File: config.mk
export PLATFORM = sky130hd
export DESIGN_NAME = fetch_addr_unit
export DESIGN_NICKNAME = d
export VERILOG_FILES = /design/src/rtl/fau_pkg.sv /design/src/rtl/fau_ctrl.sv /design/src/rtl/fau_shadow.sv /design/src/rtl/fau_counter.sv /design/src/rtl/fau_rdmux.sv /design/src/rtl/fetch_addr_unit.sv
export SDC_FILE = /design/constraint.sdc
export NUM_CORES = 1
export LEC_CHECK = 0
export ABC_CLOCK_PERIOD_IN_PS = 3950
export BUFFER_PORTS_ARGS = -buffer_cell sky130_fd_sc_hd__buf_2
export CELL_PAD_IN_SITES_DETAIL_PLACEMENT = 1
export CELL_PAD_IN_SITES_GLOBAL_PLACEMENT = 1
export CORE_MARGIN = 5
export CORE_UTILIZATION = 40
export CTS_CLUSTER_DIAMETER = 120
export CTS_CLUSTER_SIZE = 40
export DETAILED_ROUTE_END_ITERATION = 8
export HOLD_SLACK_MARGIN = 0.03
export PLACE_DENSITY = 0.89
export SLEW_MARGIN = 20
export SYNTH_ARGS = -nofsm -noshare
export SYNTH_HDL_FRONTEND = slang
export SYNTH_SLANG_ARGS = --single-unit
File: constraint.sdc
create_clock -name clk -period 3.95 [get_ports clk]
set_clock_uncertainty 0.1 [all_clocks]
set_input_delay 0.79 -clock clk [delete_from_list [all_inputs] [get_ports clk]]
set_output_delay 0.79 -clock clk [all_outputs]
set_load 0.03 [all_outputs]
File: src/rtl/fau_pkg.sv
package fau_pkg;

    parameter int unsigned PC_W   = 21;
    parameter int unsigned BYTE_W = 8;
    localparam int unsigned HI_W  = BYTE_W;
    localparam int unsigned UP_W  = PC_W - 2 * BYTE_W;
    localparam int unsigned HI_LSB = BYTE_W;
    localparam int unsigned UP_LSB = 2 * BYTE_W;

    typedef enum logic [1:0] {
        SEL_LOW   = 2'b00,
        SEL_HIGH  = 2'b01,
        SEL_UPPER = 2'b10,
        SEL_NONE  = 2'b11
    } reg_sel_e;

    typedef enum logic [1:0] {
        UPD_HOLD,
        UPD_COMMIT,
        UPD_LOAD,
        UPD_STEP
    } upd_e;

    typedef struct packed {
        logic [UP_W-1:0] up;
        logic [HI_W-1:0] hi;
    } shadow_t;

    function automatic logic [PC_W-1:0] even_addr(input logic [PC_W-1:0] a);
        return a & ~PC_W'(1);
    endfunction

    function automatic logic [BYTE_W-1:0] even_byte(input logic [BYTE_W-1:0] b);
        return b & ~BYTE_W'(1);
    endfunction

endpackage

File: src/rtl/fau_ctrl.sv
module fau_ctrl
    import fau_pkg::*;
(
    input  logic     clk,
    input  logic     rst,
    input  reg_sel_e sel,
    input  logic     wr,
    input  logic     rd,
    input  logic     step,
    input  logic     load,
    output upd_e     upd,
    output logic     wr_hi,
    output logic     wr_up,
    output logic     capture
);

    logic lo_wr;
    assign lo_wr = wr && (sel == SEL_LOW);

    always_comb begin
        if (lo_wr)      upd = UPD_COMMIT;
        else if (load)  upd = UPD_LOAD;
        else if (step)  upd = UPD_STEP;
        else            upd = UPD_HOLD;
    end

    assign wr_hi   = wr && (sel == SEL_HIGH);
    assign wr_up   = wr && (sel == SEL_UPPER);
    assign capture = rd && (sel == SEL_LOW);

    // software write of the low byte wins over load and step
    p_prio_commit_r8: assert property (@(posedge clk) disable iff (rst)
        (wr && sel == SEL_LOW) |-> (upd == UPD_COMMIT));
    p_prio_load_r8: assert property (@(posedge clk) disable iff (rst)
        (load && !(wr && sel == SEL_LOW)) |-> (upd == UPD_LOAD));
    // at most one shadow written per cycle
    p_one_shadow_wr_r10: assert property (@(posedge clk) disable iff (rst)
        $onehot0({wr_hi, wr_up, capture}));

endmodule

File: src/rtl/fau_shadow.sv
module fau_shadow
    import fau_pkg::*;
(
    input  logic            clk,
    input  logic            rst,
    input  logic            wr_hi,
    input  logic            wr_up,
    input  logic            capture,
    input  logic [HI_W-1:0] wdata_hi,
    input  logic [UP_W-1:0] wdata_up,
    input  logic [HI_W-1:0] cnt_hi,
    input  logic [UP_W-1:0] cnt_up,
    output shadow_t         sh
);

    shadow_t sh_q;

    always_ff @(posedge clk) begin
        if (rst) begin
            sh_q <= '0;
        end else if (capture) begin
            sh_q.hi <= cnt_hi;
            sh_q.up <= cnt_up;
        end else begin
            if (wr_hi) sh_q.hi <= wdata_hi;
            if (wr_up) sh_q.up <= wdata_up;
        end
    end

    assign sh = sh_q;

    // a low-byte read fills both shadows from the counter
    p_capture_r4: assert property (@(posedge clk) disable iff (rst)
        capture |=> (sh_q.hi == $past(cnt_hi)) && (sh_q.up == $past(cnt_up)));
    // shadows hold when untouched
    p_shadow_hold_r10: assert property (@(posedge clk) disable iff (rst)
        !(capture || wr_hi || wr_up) |=> $stable(sh_q));
    // reset clears the shadows
    p_shadow_reset_r1: assert property (@(posedge clk)
        rst |=> (sh_q == '0));

endmodule

File: src/rtl/fau_counter.sv
module fau_counter
    import fau_pkg::*;
(
    input  logic              clk,
    input  logic              rst,
    input  upd_e              upd,
    input  logic [BYTE_W-1:0] lo_wdata,
    input  shadow_t           sh,
    input  logic [PC_W-1:0]   load_addr,
    output logic [PC_W-1:0]   cnt
);

    logic [PC_W-1:0] cnt_q;
    logic [PC_W-1:0] commit_val;
    logic [PC_W-1:0] nxt;

    assign commit_val = {sh.up, sh.hi, even_byte(lo_wdata)};

    always_comb begin
        unique case (upd)
            UPD_COMMIT: nxt = commit_val;
            UPD_LOAD:   nxt = even_addr(load_addr);
            UPD_STEP:   nxt = cnt_q + PC_W'(2);
            default:    nxt = cnt_q;
        endcase
    end

    always_ff @(posedge clk) begin
        if (rst) cnt_q <= '0;
        else     cnt_q <= nxt;
    end

    assign cnt = cnt_q;

    // fetch address is always even
    p_even_r5: assert property (@(posedge clk) disable iff (rst)
        cnt_q[0] == 1'b0);
    // step adds two, modulo the address width
    p_step_r6: assert property (@(posedge clk) disable iff (rst)
        (upd == UPD_STEP) |=> (cnt_q == $past(cnt_q) + PC_W'(2)));
    // a low-byte write commits both shadows into the upper parts
    p_commit_r3: assert property (@(posedge clk) disable iff (rst)
        (upd == UPD_COMMIT) |=> (cnt_q[PC_W-1:UP_LSB] == $past(sh.up))
                              && (cnt_q[UP_LSB-1:HI_LSB] == $past(sh.hi)));
    // a direct load replaces the whole address except bit 0
    p_load_r7: assert property (@(posedge clk) disable iff (rst)
        (upd == UPD_LOAD) |=> (cnt_q[PC_W-1:1] == $past(load_addr[PC_W-1:1])));
    // nothing but an update changes the address
    p_hold_r4: assert property (@(posedge clk) disable iff (rst)
        (upd == UPD_HOLD) |=> $stable(cnt_q));
    // reset clears the address
    p_cnt_reset_r1: assert property (@(posedge clk)
        rst |=> (cnt_q == '0));

endmodule

File: src/rtl/fau_rdmux.sv
module fau_rdmux
    import fau_pkg::*;
(
    input  logic              clk,
    input  logic              rst,
    input  reg_sel_e          sel,
    input  logic [BYTE_W-1:0] lo,
    input  shadow_t           sh,
    output logic [BYTE_W-1:0] rdata
);

    always_comb begin
        unique case (sel)
            SEL_LOW:   rdata = lo;
            SEL_HIGH:  rdata = sh.hi;
            SEL_UPPER: rdata = BYTE_W'(sh.up);
            default:   rdata = '0;
        endcase
    end

    // upper shadow is padded with zeros
    p_up_pad_r9: assert property (@(posedge clk) disable iff (rst)
        (sel == SEL_UPPER) |-> (rdata[BYTE_W-1:UP_W] == '0));
    // the low byte reads back even
    p_lo_even_r5: assert property (@(posedge clk) disable iff (rst)
        (sel == SEL_LOW) |-> (rdata[0] == 1'b0));

endmodule

File: src/rtl/fetch_addr_unit.sv
module fetch_addr_unit
    import fau_pkg::*;
(
    input  logic              clk,
    input  logic              rst,
    input  logic [1:0]        reg_sel,
    input  logic              reg_wr,
    input  logic              reg_rd,
    input  logic [BYTE_W-1:0] reg_wdata,
    output logic [BYTE_W-1:0] reg_rdata,
    input  logic              step,
    input  logic              load,
    input  logic [PC_W-1:0]   load_addr,
    output logic [PC_W-1:0]   fetch_addr
);

    reg_sel_e sel_e;
    upd_e     upd;
    logic     wr_hi, wr_up, capture;
    shadow_t  sh;
    logic [PC_W-1:0] cnt;

    assign sel_e = reg_sel_e'(reg_sel);

    fau_ctrl u_ctrl (
        .clk     (clk),
        .rst     (rst),
        .sel     (sel_e),
        .wr      (reg_wr),
        .rd      (reg_rd),
        .step    (step),
        .load    (load),
        .upd     (upd),
        .wr_hi   (wr_hi),
        .wr_up   (wr_up),
        .capture (capture)
    );

    fau_shadow u_shadow (
        .clk      (clk),
        .rst      (rst),
        .wr_hi    (wr_hi),
        .wr_up    (wr_up),
        .capture  (capture),
        .wdata_hi (reg_wdata[HI_W-1:0]),
        .wdata_up (reg_wdata[UP_W-1:0]),
        .cnt_hi   (cnt[UP_LSB-1:HI_LSB]),
        .cnt_up   (cnt[PC_W-1:UP_LSB]),
        .sh       (sh)
    );

    fau_counter u_counter (
        .clk       (clk),
        .rst       (rst),
        .upd       (upd),
        .lo_wdata  (reg_wdata),
        .sh        (sh),
        .load_addr (load_addr),
        .cnt       (cnt)
    );

    fau_rdmux u_rdmux (
        .clk   (clk),
        .rst   (rst),
        .sel   (sel_e),
        .lo    (cnt[BYTE_W-1:0]),
        .sh    (sh),
        .rdata (reg_rdata)
    );

    assign fetch_addr = cnt;

    // a low-byte read leaves the fetch address alone
    p_read_keeps_addr_r4: assert property (@(posedge clk) disable iff (rst)
        (reg_rd && reg_sel == 2'b00 && !reg_wr && !load && !step) |=> $stable(fetch_addr));

endmodule

==> metrics.yaml <==
status:
  status: "completed"
pwr:
  p_leak_nw: 1.10
  power_density_mw_per_mm2: 341
  irDropWorstVdd_uv: 143
worst_setup_path:
  setup.worst_path.start_class: "input port"
  cpMostUsedCell: "buf_2"
  worstSetupEndpointType: "primary output"
  cp_max_fo: 14
  crit_slowest_cell: "nor2b_1"
  cp_data_arrival_time_ps: 2010
  worstPathRequired_ps: 3060
  critPathMaxStageDelay_ps: 500
  crit_chain: "buf_2 -> nor2b_1 -> a22o_1 -> buf_2"
  worst-setup-path-type: "in -> out"
synth:
  netlist_instances: 314
  muxShareOfSynthArea: 0.0479
  synth_top_family_by_area: "simple AND/OR/NAND/NOR gates"
  synth_warnings: 0
  synth-edff-count: 0
  syn_nets: 352
  async_flop_share: 0
  syn_avg_cell_area_sq_um: 7.32
  synth-simple-area-share: 0.318
  ys_ff_latch: 33
  ys_types: 56
  synth_xor_area_frac: 0.0343
  synthAdderAreaFrac: 0.00544
  synth_area_sq_mm: 0.00230
  synth_compound_area_frac: 0.243
  ys.flop_type: "dfxtp_1"
  ys_seq_area_frac: 0.287
place:
  portBuffers: 63
  gp_congestion: 0.839
  hpwlAfterDp_um: 6210
  dp.cells: 426
  post-place-ws_ps: 1070
cts:
  cts.sinks: 33
  numCtsBuffers: 5
  root_buffer: "clkbuf_8"
  clk_pin_slew_ps: 70
  clock_path_buffers: 2
  cts_resized: 0
  htreeDepth: 2
  cts_tree: "built"
  clock_latency_ps: 290
  ctsHoldBuffers: 0
  post_cts_buffers: 0
global_route:
  grt_pass1_vias: 2694
  antenna_found_initial: 0
  grt_max_degree: 34
  grt_pass1_wl_um: 14300
  globalRouteOverflowTotal: 0
  track_usage: 0.244
timing:
  finalWorstSetupSlack_ps: 1050
  tightestPinTransition_ps: 898
  fin_crit_sh: 0.733
  period_needed_ps: 2900
  holdWs_ps: 403
  fmax_mhz: 345
  hold_viol_final: 0
  maxSlewViolCount: 0
  tns_ps: 0
  maxSlewHeadroom: 0.400
  finalSetupViolCount: 0
  rsz0062_at_grt: "false"
finish:
  drive_gt1_frac: 0.227
  diodes: 0
  area_growth_pct: 17.3
  nets: 399
  final_cells: 434
floorplan:
  start_util: 0.415
  fp.dieW_um: 85.8
  coreArea_sq_mm: 0.00554
  rows: 27
  die_h_um: 85.8
  die_area_sq_mm: 0.00736
  io_pins: 66
run:
  maxCapViolCount: 0
detailed_routing:
  drt-total-wl_um: 8720
  drtIter0Drc: 274
  first_pass_iters: 4
  remaining_drc_errors: 0
  drtAntennaViolNets: 0
  via_count: 2642
  wire_per_inst_um: 20.1
  avgViaCountPerCell: 6.09
worst_hold_path:
  hold_class: "reg -> reg"
kinds of logic after synthesis:
logic type / Yosys count
flops: 33
other cells: 1
simple gates: 148
fa+ha+maj: 1
buf+inv: 28
compound gates: 83
xor+xnor: 9
mux: 11
final timing paths:
kind	start	to	slack, ps	depth (start not counted)
worst max-delay path	reg_sel[1]	reg_rdata[0]	1050	4
worst min-delay path	u_shadow.sh[0]	u_counter.cnt[8]	400	2
worst min register to register	u_shadow.sh[0]	u_counter.cnt[8]	400	2
worst max register to register	u_counter.cnt[5]	u_counter.cnt[18]	1610	5
Yosys cell counts (3+ instances only):
cell type / count / area (sq um)
or3_1: 4 / 25.0
nor2_1: 36 / 135
buf_2: 5 / 25.0
xnor2_1: 4 / 35.0
clkbuf_1: 13 / 48.8
o21ai_0: 22 / 110
nand3_1: 21 / 105
a211oi_1: 6 / 45.0
mux2i_1: 11 / 110
dfxtp_1: 33 / 661
nor4_1: 5 / 31.3
nor2b_1: 4 / 25.0
a31oi_1: 3 / 18.8
xor2_1: 5 / 43.8
nand2_1: 49 / 184
o211ai_1: 4 / 30.0
a311oi_1: 15 / 131
nand4_1: 7 / 43.8
buf_6: 3 / 33.8
a21oi_1: 16 / 80.1
inv_1: 3 / 11.3
nor3_1: 3 / 15.0
flip-flops by register name (all words and copies together) (netlist names):
signal,flops
u_counter.cnt,20
u_shadow.sh,13
worst max-delay path, delay by kind of cell:
family	cells	cell delay (ps)
AOI/OAI and AO/OA	1	220
and+or+nand+nor	1	500
buffers and inverters	2	490
through the flow:
stage / area [sq um] / power (W) / utilization
floorplan: 2300 / 0.000551 / -
global placement: 2590 / 0.000621 / 0.468
detailed placement: 2590 / 0.000629 / 0.468
CTS: 2700 / 0.000919 / 0.486
global route: 2700 / 0.000964 / 0.486
finish: 2700 / 0.000920 / 0.486
routing by layer:
layer | wire (um) | share of wire | vias up | global-route usage
met3 | 604 | 0.069 | 19 | 0.0423
met2 | 4190 | 0.48 | 112 | 0.403
met4 | 205 | 0.024 | 0 | 0.0921
li1 | - | - | 1244 | -
met5 | 0 | 0 | - | 0
met1 | 3720 | 0.43 | 1267 | 0.317
power breakdown:
part	switching (W)	leakage [nW]	internal, W
registers	0.0000441	0.272	0.000358
logic	0.000144	0.777	0.0000800
clock network	0.000136	0.0542	0.000158
area by class of cell:
class	count	area, sq um
Clock buffer	7	96.3
Clock inverter	1	5.00
Fill cell	756	2850
Inverter	3	11.3
Multi-Input combinational cell	253	1500
Sequential cell	33	661
Tap cell	72	90.1
Timing Repair Buffer	65	330
layout by cell type (no fill, tap or decap), types with 11 or more instances in the layout:
master	Yosys	layout
buf_2	5	63
a21oi_1	16	16
nand3_1	21	21
mux2i_1	11	11
dfxtp_1	33	33
a311oi_1	15	15
nand2_1	49	49
o21ai_0	22	22
nor2_1	36	36
No activity file was read; power rests on OpenSTA's default activity.
